### config.mk
export PLATFORM = sky130hd
export DESIGN_NAME = word_fifo_pair
export DESIGN_NICKNAME = d
export VERILOG_FILES = /design/src/rtl/wfp_pkg.sv /design/src/rtl/wfp_rst_sync.sv /design/src/rtl/wfp_fifo.sv /design/src/rtl/wfp_ctrl.sv /design/src/rtl/wfp_evt.sv /design/src/rtl/word_fifo_pair.sv
export SDC_FILE = /design/constraint.sdc
export NUM_CORES = 1
export LEC_CHECK = 0
export ABC_AREA = 0
export BUFFER_PORTS_ARGS = -buffer_cell sky130_fd_sc_hd__buf_2
export CAP_MARGIN = 20
export CELL_PAD_IN_SITES_DETAIL_PLACEMENT = 0
export CELL_PAD_IN_SITES_GLOBAL_PLACEMENT = 1
export CORE_UTILIZATION = 50
export CTS_CLUSTER_DIAMETER = 30
export DETAILED_ROUTE_END_ITERATION = 6
export PLACE_DENSITY_LB_ADDON = 0.12
export SLEW_MARGIN = 20
export SYNTH_ARGS = -nofsm -noshare
export SYNTH_HDL_FRONTEND = slang
export SYNTH_SLANG_ARGS = --single-unit
### constraint.sdc
create_clock -name clk -period 2.9 [get_ports clk]
set_clock_uncertainty 0.1 [all_clocks]
set_input_delay 0.58 -clock clk [delete_from_list [all_inputs] [get_ports clk]]
set_output_delay 0.58 -clock clk [all_outputs]
set_load 0.1 [all_outputs]
### src/rtl/wfp_pkg.sv
package wfp_pkg;
  localparam int WORD_W      = 32;
  localparam int FIFO_DEPTH  = 8;
  localparam int TRIG_W      = 3;
  localparam int RXFL_BIT    = 0;
  localparam int TXFL_BIT    = 1;
  localparam int RXTRIG_LSB  = 2;
  localparam int TXTRIG_LSB  = 5;
  localparam int STAT_FLD_W  = 4;

  typedef enum logic [1:0] {
    RA_CTRL = 2'd0,
    RA_STAT = 2'd1,
    RA_TXD  = 2'd2,
    RA_RXD  = 2'd3
  } reg_addr_e;
endpackage

### src/rtl/wfp_rst_sync.sv
module wfp_rst_sync (
  input  logic clk,
  input  logic rst_n_async,
  output logic rst_n_sync
);
  logic meta_q;
  logic sync_q;

  always_ff @(posedge clk or negedge rst_n_async) begin
    if (!rst_n_async) begin
      meta_q <= 1'b0;
      sync_q <= 1'b0;
    end else begin
      meta_q <= 1'b1;
      sync_q <= meta_q;
    end
  end

  assign rst_n_sync = sync_q;
endmodule

### src/rtl/wfp_fifo.sv
module wfp_fifo #(
  parameter int WIDTH = 32,
  parameter int DEPTH = 8,
  parameter int CW    = $clog2(DEPTH + 1)
) (
  input  logic             clk,
  input  logic             rst_n,
  input  logic             flush,
  input  logic             push,
  input  logic [WIDTH-1:0] push_data,
  input  logic             pop,
  output logic [WIDTH-1:0] head,
  output logic [CW-1:0]    count,
  output logic             full,
  output logic             empty
);
  localparam int AW = (DEPTH > 1) ? $clog2(DEPTH) : 1;

  logic [WIDTH-1:0] mem [DEPTH];
  logic [AW-1:0]    wr_ptr_q, wr_ptr_d;
  logic [AW-1:0]    rd_ptr_q, rd_ptr_d;
  logic [CW-1:0]    cnt_q, cnt_d;
  logic             push_ok, pop_ok;

  function automatic logic [AW-1:0] ptr_inc(input logic [AW-1:0] p);
    ptr_inc = (p == AW'(DEPTH - 1)) ? '0 : p + AW'(1);
  endfunction

  assign full  = (cnt_q == CW'(DEPTH));
  assign empty = (cnt_q == '0);
  assign count = cnt_q;
  assign head  = mem[rd_ptr_q];

  // flush overrides any transfer in the same cycle
  assign push_ok = push && !full  && !flush;
  assign pop_ok  = pop  && !empty && !flush;

  always_comb begin
    wr_ptr_d = wr_ptr_q;
    rd_ptr_d = rd_ptr_q;
    cnt_d    = cnt_q;
    if (flush) begin
      wr_ptr_d = '0;
      rd_ptr_d = '0;
      cnt_d    = '0;
    end else begin
      if (push_ok) wr_ptr_d = ptr_inc(wr_ptr_q);
      if (pop_ok)  rd_ptr_d = ptr_inc(rd_ptr_q);
      case ({push_ok, pop_ok})
        2'b10:   cnt_d = cnt_q + CW'(1);
        2'b01:   cnt_d = cnt_q - CW'(1);
        default: cnt_d = cnt_q;
      endcase
    end
  end

  always_ff @(posedge clk or negedge rst_n) begin
    if (!rst_n) begin
      wr_ptr_q <= '0;
      rd_ptr_q <= '0;
      cnt_q    <= '0;
    end else begin
      wr_ptr_q <= wr_ptr_d;
      rd_ptr_q <= rd_ptr_d;
      cnt_q    <= cnt_d;
    end
  end

  // storage carries no reset; written only under its enable
  always_ff @(posedge clk) begin
    if (push_ok) mem[wr_ptr_q] <= push_data;
  end

  AST_CNT_RANGE: assert property (@(posedge clk) disable iff (!rst_n)
    cnt_q <= CW'(DEPTH));

  AST_FULL_KEEP: assert property (@(posedge clk) disable iff (!rst_n)
    (push && full && !pop && !flush) |=> (count == $past(count)));

  AST_EMPTY_POP: assert property (@(posedge clk) disable iff (!rst_n)
    (pop && empty && !push && !flush) |=> empty);
endmodule

### src/rtl/wfp_ctrl.sv
module wfp_ctrl
  import wfp_pkg::*;
(
  input  logic              clk,
  input  logic              rst_n,
  input  logic              wr_en,
  input  logic [7:0]        wdata,
  output logic              tx_flush,
  output logic              rx_flush,
  output logic [TRIG_W-1:0] tx_trig,
  output logic [TRIG_W-1:0] rx_trig
);
  logic              tx_fl_q, tx_fl_d;
  logic              rx_fl_q, rx_fl_d;
  logic [TRIG_W-1:0] tx_trig_q, tx_trig_d;
  logic [TRIG_W-1:0] rx_trig_q, rx_trig_d;

  always_comb begin
    // flush bits live for one cycle unless written again
    tx_fl_d   = wr_en && wdata[TXFL_BIT];
    rx_fl_d   = wr_en && wdata[RXFL_BIT];
    tx_trig_d = tx_trig_q;
    rx_trig_d = rx_trig_q;
    if (wr_en) begin
      tx_trig_d = wdata[TXTRIG_LSB +: TRIG_W];
      rx_trig_d = wdata[RXTRIG_LSB +: TRIG_W];
    end
  end

  always_ff @(posedge clk or negedge rst_n) begin
    if (!rst_n) begin
      tx_fl_q   <= 1'b0;
      rx_fl_q   <= 1'b0;
      tx_trig_q <= '0;
      rx_trig_q <= '0;
    end else begin
      tx_fl_q   <= tx_fl_d;
      rx_fl_q   <= rx_fl_d;
      tx_trig_q <= tx_trig_d;
      rx_trig_q <= rx_trig_d;
    end
  end

  assign tx_flush = tx_fl_q;
  assign rx_flush = rx_fl_q;
  assign tx_trig  = tx_trig_q;
  assign rx_trig  = rx_trig_q;

  AST_TXFL_SELF_CLR: assert property (@(posedge clk) disable iff (!rst_n)
    (tx_flush && !(wr_en && wdata[TXFL_BIT])) |=> !tx_flush);

  AST_RXFL_SELF_CLR: assert property (@(posedge clk) disable iff (!rst_n)
    (rx_flush && !(wr_en && wdata[RXFL_BIT])) |=> !rx_flush);
endmodule

### src/rtl/wfp_evt.sv
module wfp_evt #(
  parameter int CW     = 4,
  parameter int TRIG_W = 3
) (
  input  logic              clk,
  input  logic              rst_n,
  input  logic [CW-1:0]     tx_free,
  input  logic [CW-1:0]     rx_cnt,
  input  logic [TRIG_W-1:0] tx_trig,
  input  logic [TRIG_W-1:0] rx_trig,
  input  logic              ovf_hit,
  input  logic              unf_hit,
  output logic              tx_req,
  output logic              rx_req,
  output logic              tx_ovf,
  output logic              rx_unf
);
  localparam int MW = (CW > TRIG_W) ? CW : TRIG_W;

  logic ovf_q, ovf_d;
  logic unf_q, unf_d;

  assign tx_req = MW'(tx_free) > MW'(tx_trig);
  assign rx_req = MW'(rx_cnt)  > MW'(rx_trig);

  always_comb begin
    ovf_d = ovf_hit;
    unf_d = unf_hit;
  end

  always_ff @(posedge clk or negedge rst_n) begin
    if (!rst_n) begin
      ovf_q <= 1'b0;
      unf_q <= 1'b0;
    end else begin
      ovf_q <= ovf_d;
      unf_q <= unf_d;
    end
  end

  assign tx_ovf = ovf_q;
  assign rx_unf = unf_q;
endmodule

### src/rtl/word_fifo_pair.sv
module word_fifo_pair
  import wfp_pkg::*;
#(
  parameter int WW    = WORD_W,
  parameter int DEPTH = FIFO_DEPTH
) (
  input  logic          clk,
  input  logic          rst_n,
  input  logic          reg_wr,
  input  logic          reg_rd,
  input  logic [1:0]    reg_addr,
  input  logic [WW-1:0] reg_wdata,
  output logic [WW-1:0] reg_rdata,
  input  logic          eng_tx_pop,
  output logic [WW-1:0] eng_tx_word,
  output logic          eng_tx_valid,
  input  logic          eng_rx_push,
  input  logic [WW-1:0] eng_rx_word,
  output logic          eng_rx_ready,
  output logic          tx_req,
  output logic          rx_req,
  output logic          tx_ovf,
  output logic          rx_unf
);
  localparam int CW = $clog2(DEPTH + 1);

  logic              srst_n;
  logic              ctrl_wr, tx_push, rx_pop;
  logic              tx_flush, rx_flush;
  logic [TRIG_W-1:0] tx_trig, rx_trig;
  logic [CW-1:0]     tx_cnt, rx_cnt, tx_free;
  logic              tx_full, tx_empty, rx_full, rx_empty;
  logic [WW-1:0]     rx_head;
  logic              ovf_hit, unf_hit;

  wfp_rst_sync u_rst (
    .clk         (clk),
    .rst_n_async (rst_n),
    .rst_n_sync  (srst_n)
  );

  assign ctrl_wr = reg_wr && (reg_addr == RA_CTRL);
  assign tx_push = reg_wr && (reg_addr == RA_TXD);
  assign rx_pop  = reg_rd && (reg_addr == RA_RXD);

  wfp_ctrl u_ctrl (
    .clk      (clk),
    .rst_n    (srst_n),
    .wr_en    (ctrl_wr),
    .wdata    (reg_wdata[7:0]),
    .tx_flush (tx_flush),
    .rx_flush (rx_flush),
    .tx_trig  (tx_trig),
    .rx_trig  (rx_trig)
  );

  wfp_fifo #(.WIDTH(WW), .DEPTH(DEPTH), .CW(CW)) u_txq (
    .clk       (clk),
    .rst_n     (srst_n),
    .flush     (tx_flush),
    .push      (tx_push),
    .push_data (reg_wdata),
    .pop       (eng_tx_pop),
    .head      (eng_tx_word),
    .count     (tx_cnt),
    .full      (tx_full),
    .empty     (tx_empty)
  );

  wfp_fifo #(.WIDTH(WW), .DEPTH(DEPTH), .CW(CW)) u_rxq (
    .clk       (clk),
    .rst_n     (srst_n),
    .flush     (rx_flush),
    .push      (eng_rx_push),
    .push_data (eng_rx_word),
    .pop       (rx_pop),
    .head      (rx_head),
    .count     (rx_cnt),
    .full      (rx_full),
    .empty     (rx_empty)
  );

  assign eng_tx_valid = !tx_empty;
  assign eng_rx_ready = !rx_full;
  assign tx_free      = CW'(DEPTH) - tx_cnt;
  assign ovf_hit      = tx_push && tx_full;
  assign unf_hit      = rx_pop && rx_empty;

  wfp_evt #(.CW(CW), .TRIG_W(TRIG_W)) u_evt (
    .clk     (clk),
    .rst_n   (srst_n),
    .tx_free (tx_free),
    .rx_cnt  (rx_cnt),
    .tx_trig (tx_trig),
    .rx_trig (rx_trig),
    .ovf_hit (ovf_hit),
    .unf_hit (unf_hit),
    .tx_req  (tx_req),
    .rx_req  (rx_req),
    .tx_ovf  (tx_ovf),
    .rx_unf  (rx_unf)
  );

  always_comb begin
    reg_rdata = '0;
    case (reg_addr)
      RA_CTRL: reg_rdata[7:0] = {tx_trig, rx_trig, tx_flush, rx_flush};
      RA_STAT: reg_rdata[7:0] = {STAT_FLD_W'(tx_free), STAT_FLD_W'(rx_cnt)};
      RA_RXD:  reg_rdata      = rx_empty ? '0 : rx_head;
      default: reg_rdata      = '0;
    endcase
  end

  AST_TX_FLUSH_EMPTIES: assert property (@(posedge clk) disable iff (!srst_n)
    tx_flush |=> tx_empty);

  AST_RX_FLUSH_EMPTIES: assert property (@(posedge clk) disable iff (!srst_n)
    rx_flush |=> rx_empty);

  AST_OVF_AFTER_FULL: assert property (@(posedge clk) disable iff (!srst_n)
    tx_ovf |-> $past(tx_full));

  AST_UNF_AFTER_EMPTY: assert property (@(posedge clk) disable iff (!srst_n)
    rx_unf |-> $past(rx_empty));
endmodule

==> flow_metrics.tcl <==
set metrics [dict create \
    ant_nets 0 \
    dieWidth_um 209 \
    initial_core_util_pct 50.7 \
    layout-drive-gt1-share_pct 47.3 \
    syn_avg_cell_area_um2 21.4 \
    cts_tree "done" \
    crit_top_cell "buf_12" \
    drc 0 \
    cts_htree_levels 3 \
    slew_violations 0 \
    p_seq_share_pct 27.9 \
    slowest_stage "dfrtp_4" \
    synth_area_um2 21300 \
    vias 10813 \
    max-cap-violations 0 \
    layout_setup_ws_ns -0.233 \
    synth-async-reset-ratio_pct 5.88 \
    fin_hold_ws_ns 0.131 \
    antenna_found_initial 5 \
    synth_fp_nets 1089 \
    setup_violations 64 \
    clockBufferDepth 3 \
    syn_inst 998 \
    synth_edf_count 512 \
    cts_sinks 544 \
    finalHoldViolCount 0 \
    synth_top_area_share_pct 72.1 \
    placed_cell_area_um2 24100 \
    io_pins 142 \
    fmax_ghz 0.319 \
    violations "setup timing" \
    power.leakage_nw 10.0 \
    start_kind "flop" \
    pwr-share-clk_pct 35.6 \
    tightestPinTransition_ns 0.801 \
    hp-class "in2reg" \
    status "finished with violations" \
    first_pass_iters 4 \
    fp.dieH_um 209 \
    grt_usage_pct 21.9 \
    grt-ovfl-total 0 \
    cp_cell_sequence "buf_12, buf_6, mux4_2, mux2i_4, o22ai_2, buf_12" \
    fp.coreArea_um2 42000 \
    fin_area_um2 29100 \
    final_cell_mix "edfxtp_1 (512), mux4_2 (128), clkbuf_16 (109), buf_12 (91), buf_2 (75)" \
    drt_iter0_drc 700 \
    synth_cell_types 48 \
    rsz0062_at_grt "yes" \
    p_switching_mw 11.5 \
    numPortBuffers 141 \
    synth_area_leader_cell "edfxtp_1" \
    final_core_util_pct 69.3 \
    areaGrowthSynthToFinish_pct 36.6 \
    fin_crit_ns 3.13 \
    swShare_pct 33.1 \
    end_kind "output port" \
    cp_max_fo 5 \
    ys_ff_latch 544 \
    grt_pass1_vias 11784 \
    crit_type "reg2out" \
    relSlewSlack_pct 46.6 \
    n_fill_cell 2663 \
    required_ns 2.22 \
    power.internal_mw 23.2 \
    rows 75 \
    vias_per_cell 5.60 \
    routed_wl_mm 46.5 \
    synth_area_leaders "edfxtp_1 (72%), mux4_2 (14%), dfrtp_1 (3.8%)" \
    clkLatencyLatePin_ns 0.61 \
    ir_drop_v 0.000746 \
    finalSetupTns_ns -8.27 \
    cts-root-buf "clkbuf_16" \
    grt_max_degree 33 \
    cp_slowest_stage_delay_ns 0.50 \
    final_common_cell "edfxtp_1" \
    power_density_nw_per_um2 1190 \
    fin_nets 1389 \
    cts_buffers 105 \
    ys_warn_count 0 \
    synthFlopType "edfxtp_1" \
    report.power.total_mw 34.7 \
    r2r_slack_ns 0.25 \
    wl_per_cell_um 24.1 \
    yosysSeqAreaShare_pct 75.9 \
    period_share_pct 108 \
    gp_congestion 0.791 \
    critPathArrivalTime_ns 2.45 \
    power_frac_comb_pct 36.5 \
    clkTransAtPathRegs_ns 0.05 \
    fp.dieArea_um2 43500 \
    hpwl_mm 24.9 \
    grt_pass1_wl_mm 70.5 \
]
-- kinds of logic after synthesis --
family / count (synthesis) / share of synthesized area [%]
AND/OR/NAND/NOR: 122 / 2.83
adder cells (fa/ha/maj): 19 / 1.15
flip-flops: 544 / 75.9
buffers and inverters: 56 / 1.11
other: 1 / 0.0176
AO/OA/AOI/OAI: 46 / 1.47
XOR/XNOR: 5 / 0.205
multiplexers: 205 / 17.4
-- flip-flops by register name, indices dropped and copies added, names as in the netlist, 3 cells and up --
name            count
u_txq.mem         256
u_ctrl.rx_trig      3
u_txq.rd_ptr_q      3
u_ctrl.tx_trig      3
u_txq.count         4
u_rxq.rd_ptr_q      3
u_rxq.wr_ptr_q      3
u_rxq.count         4
u_rxq.mem         256
u_txq.wr_ptr_q      3
-- area by class of cell --
type	count	area, um^2	area share [%]
Multi-Input combinational cell	398	5540	19.0
Sequential cell	544	16200	55.6
Inverter	9	33.8	0.116
Clock inverter	82	981	3.37
Clock buffer	118	2720	9.34
Antenna cell	2	5.00	0.0172
Tap cell	539	674	2.32
Timing Repair Buffer	240	2980	10.2
-- cell usage after synthesis, types with 8 or more instances --
master,count
mux4_2,128
nor3_1,12
nor2_1,49
ha_1,18
nand2_1,22
clkbuf_1,21
dfrtp_1,32
o21ai_0,11
a21oi_1,14
inv_1,8
mux2i_1,41
edfxtp_1,512
buf_2,14
buf_1,10
mux2_2,35
-- routing by layer --
metal	part of all wire, %	global-route usage (%)
met5	0.088	0
met4	2.0	8.25
met3	5.3	4.88
met2	53	37.2
met1	40	27.7
-- worst max-delay path, delay by kind of cell (launching register included) --
kind                   cells  cell delay (ns)
buffers and inverters      3             0.47
AO/OA/AOI/OAI              1             0.14
flip-flops                 1             0.50
multiplexers               2             0.72
-- path summary, 6_finish.rpt --
path | startpoint | depth (start not counted) | endpoint
worst max-delay path | u_rxq.rd_ptr_q[0] | 6 | reg_rdata[4]
worst min-delay path | eng_rx_word[23] | 1 | u_rxq.mem[7][23]
worst max register to register | u_rxq.count[3] | 7 | u_rxq.mem[4][31]
worst min register to register | u_rst.rst_n_sync | 0 | u_rxq.count[3]
max in group asynchronous | u_rst.rst_n_sync | 1 | u_rxq.rd_ptr_q[2]
min in group asynchronous | rst_n | 2 | u_rst.rst_n_sync
-- what timing repair did --
item                                    CTS  global route
endpoints found under the setup margin   66            66
hold buffers                              1             0
buffers inserted                         25             5
gates resized for setup                 190            40
hold endpoints to repair                  2             0
pin swaps                                 3             7
cloned                                    5             2
-- stage by stage --
stage | instances | worst slack (ns)
2_1_floorplan | 998 | -0.640
5_1_grt | 1931 | -0.275
3_3_place_gp | 1695 | 0.183
6_report | 1932 | -0.233
4_1_cts | 1926 | -0.244
3_5_place_dp | 1695 | 0.171
-- power groups by stage --
stage | Combinational, mW | Clock (mW) | Sequential (mW)
2_1_floorplan | 7.51 | 0 | 9.70
3_3_place_gp | 10.6 | 0 | 9.96
3_5_place_dp | 10.7 | 0 | 9.98
4_1_cts | 12.4 | 12.5 | 9.68
5_1_grt | 13.2 | 12.9 | 9.74
6_report | 12.7 | 12.4 | 9.69
Note: power is estimated with default switching activity, not from simulation.
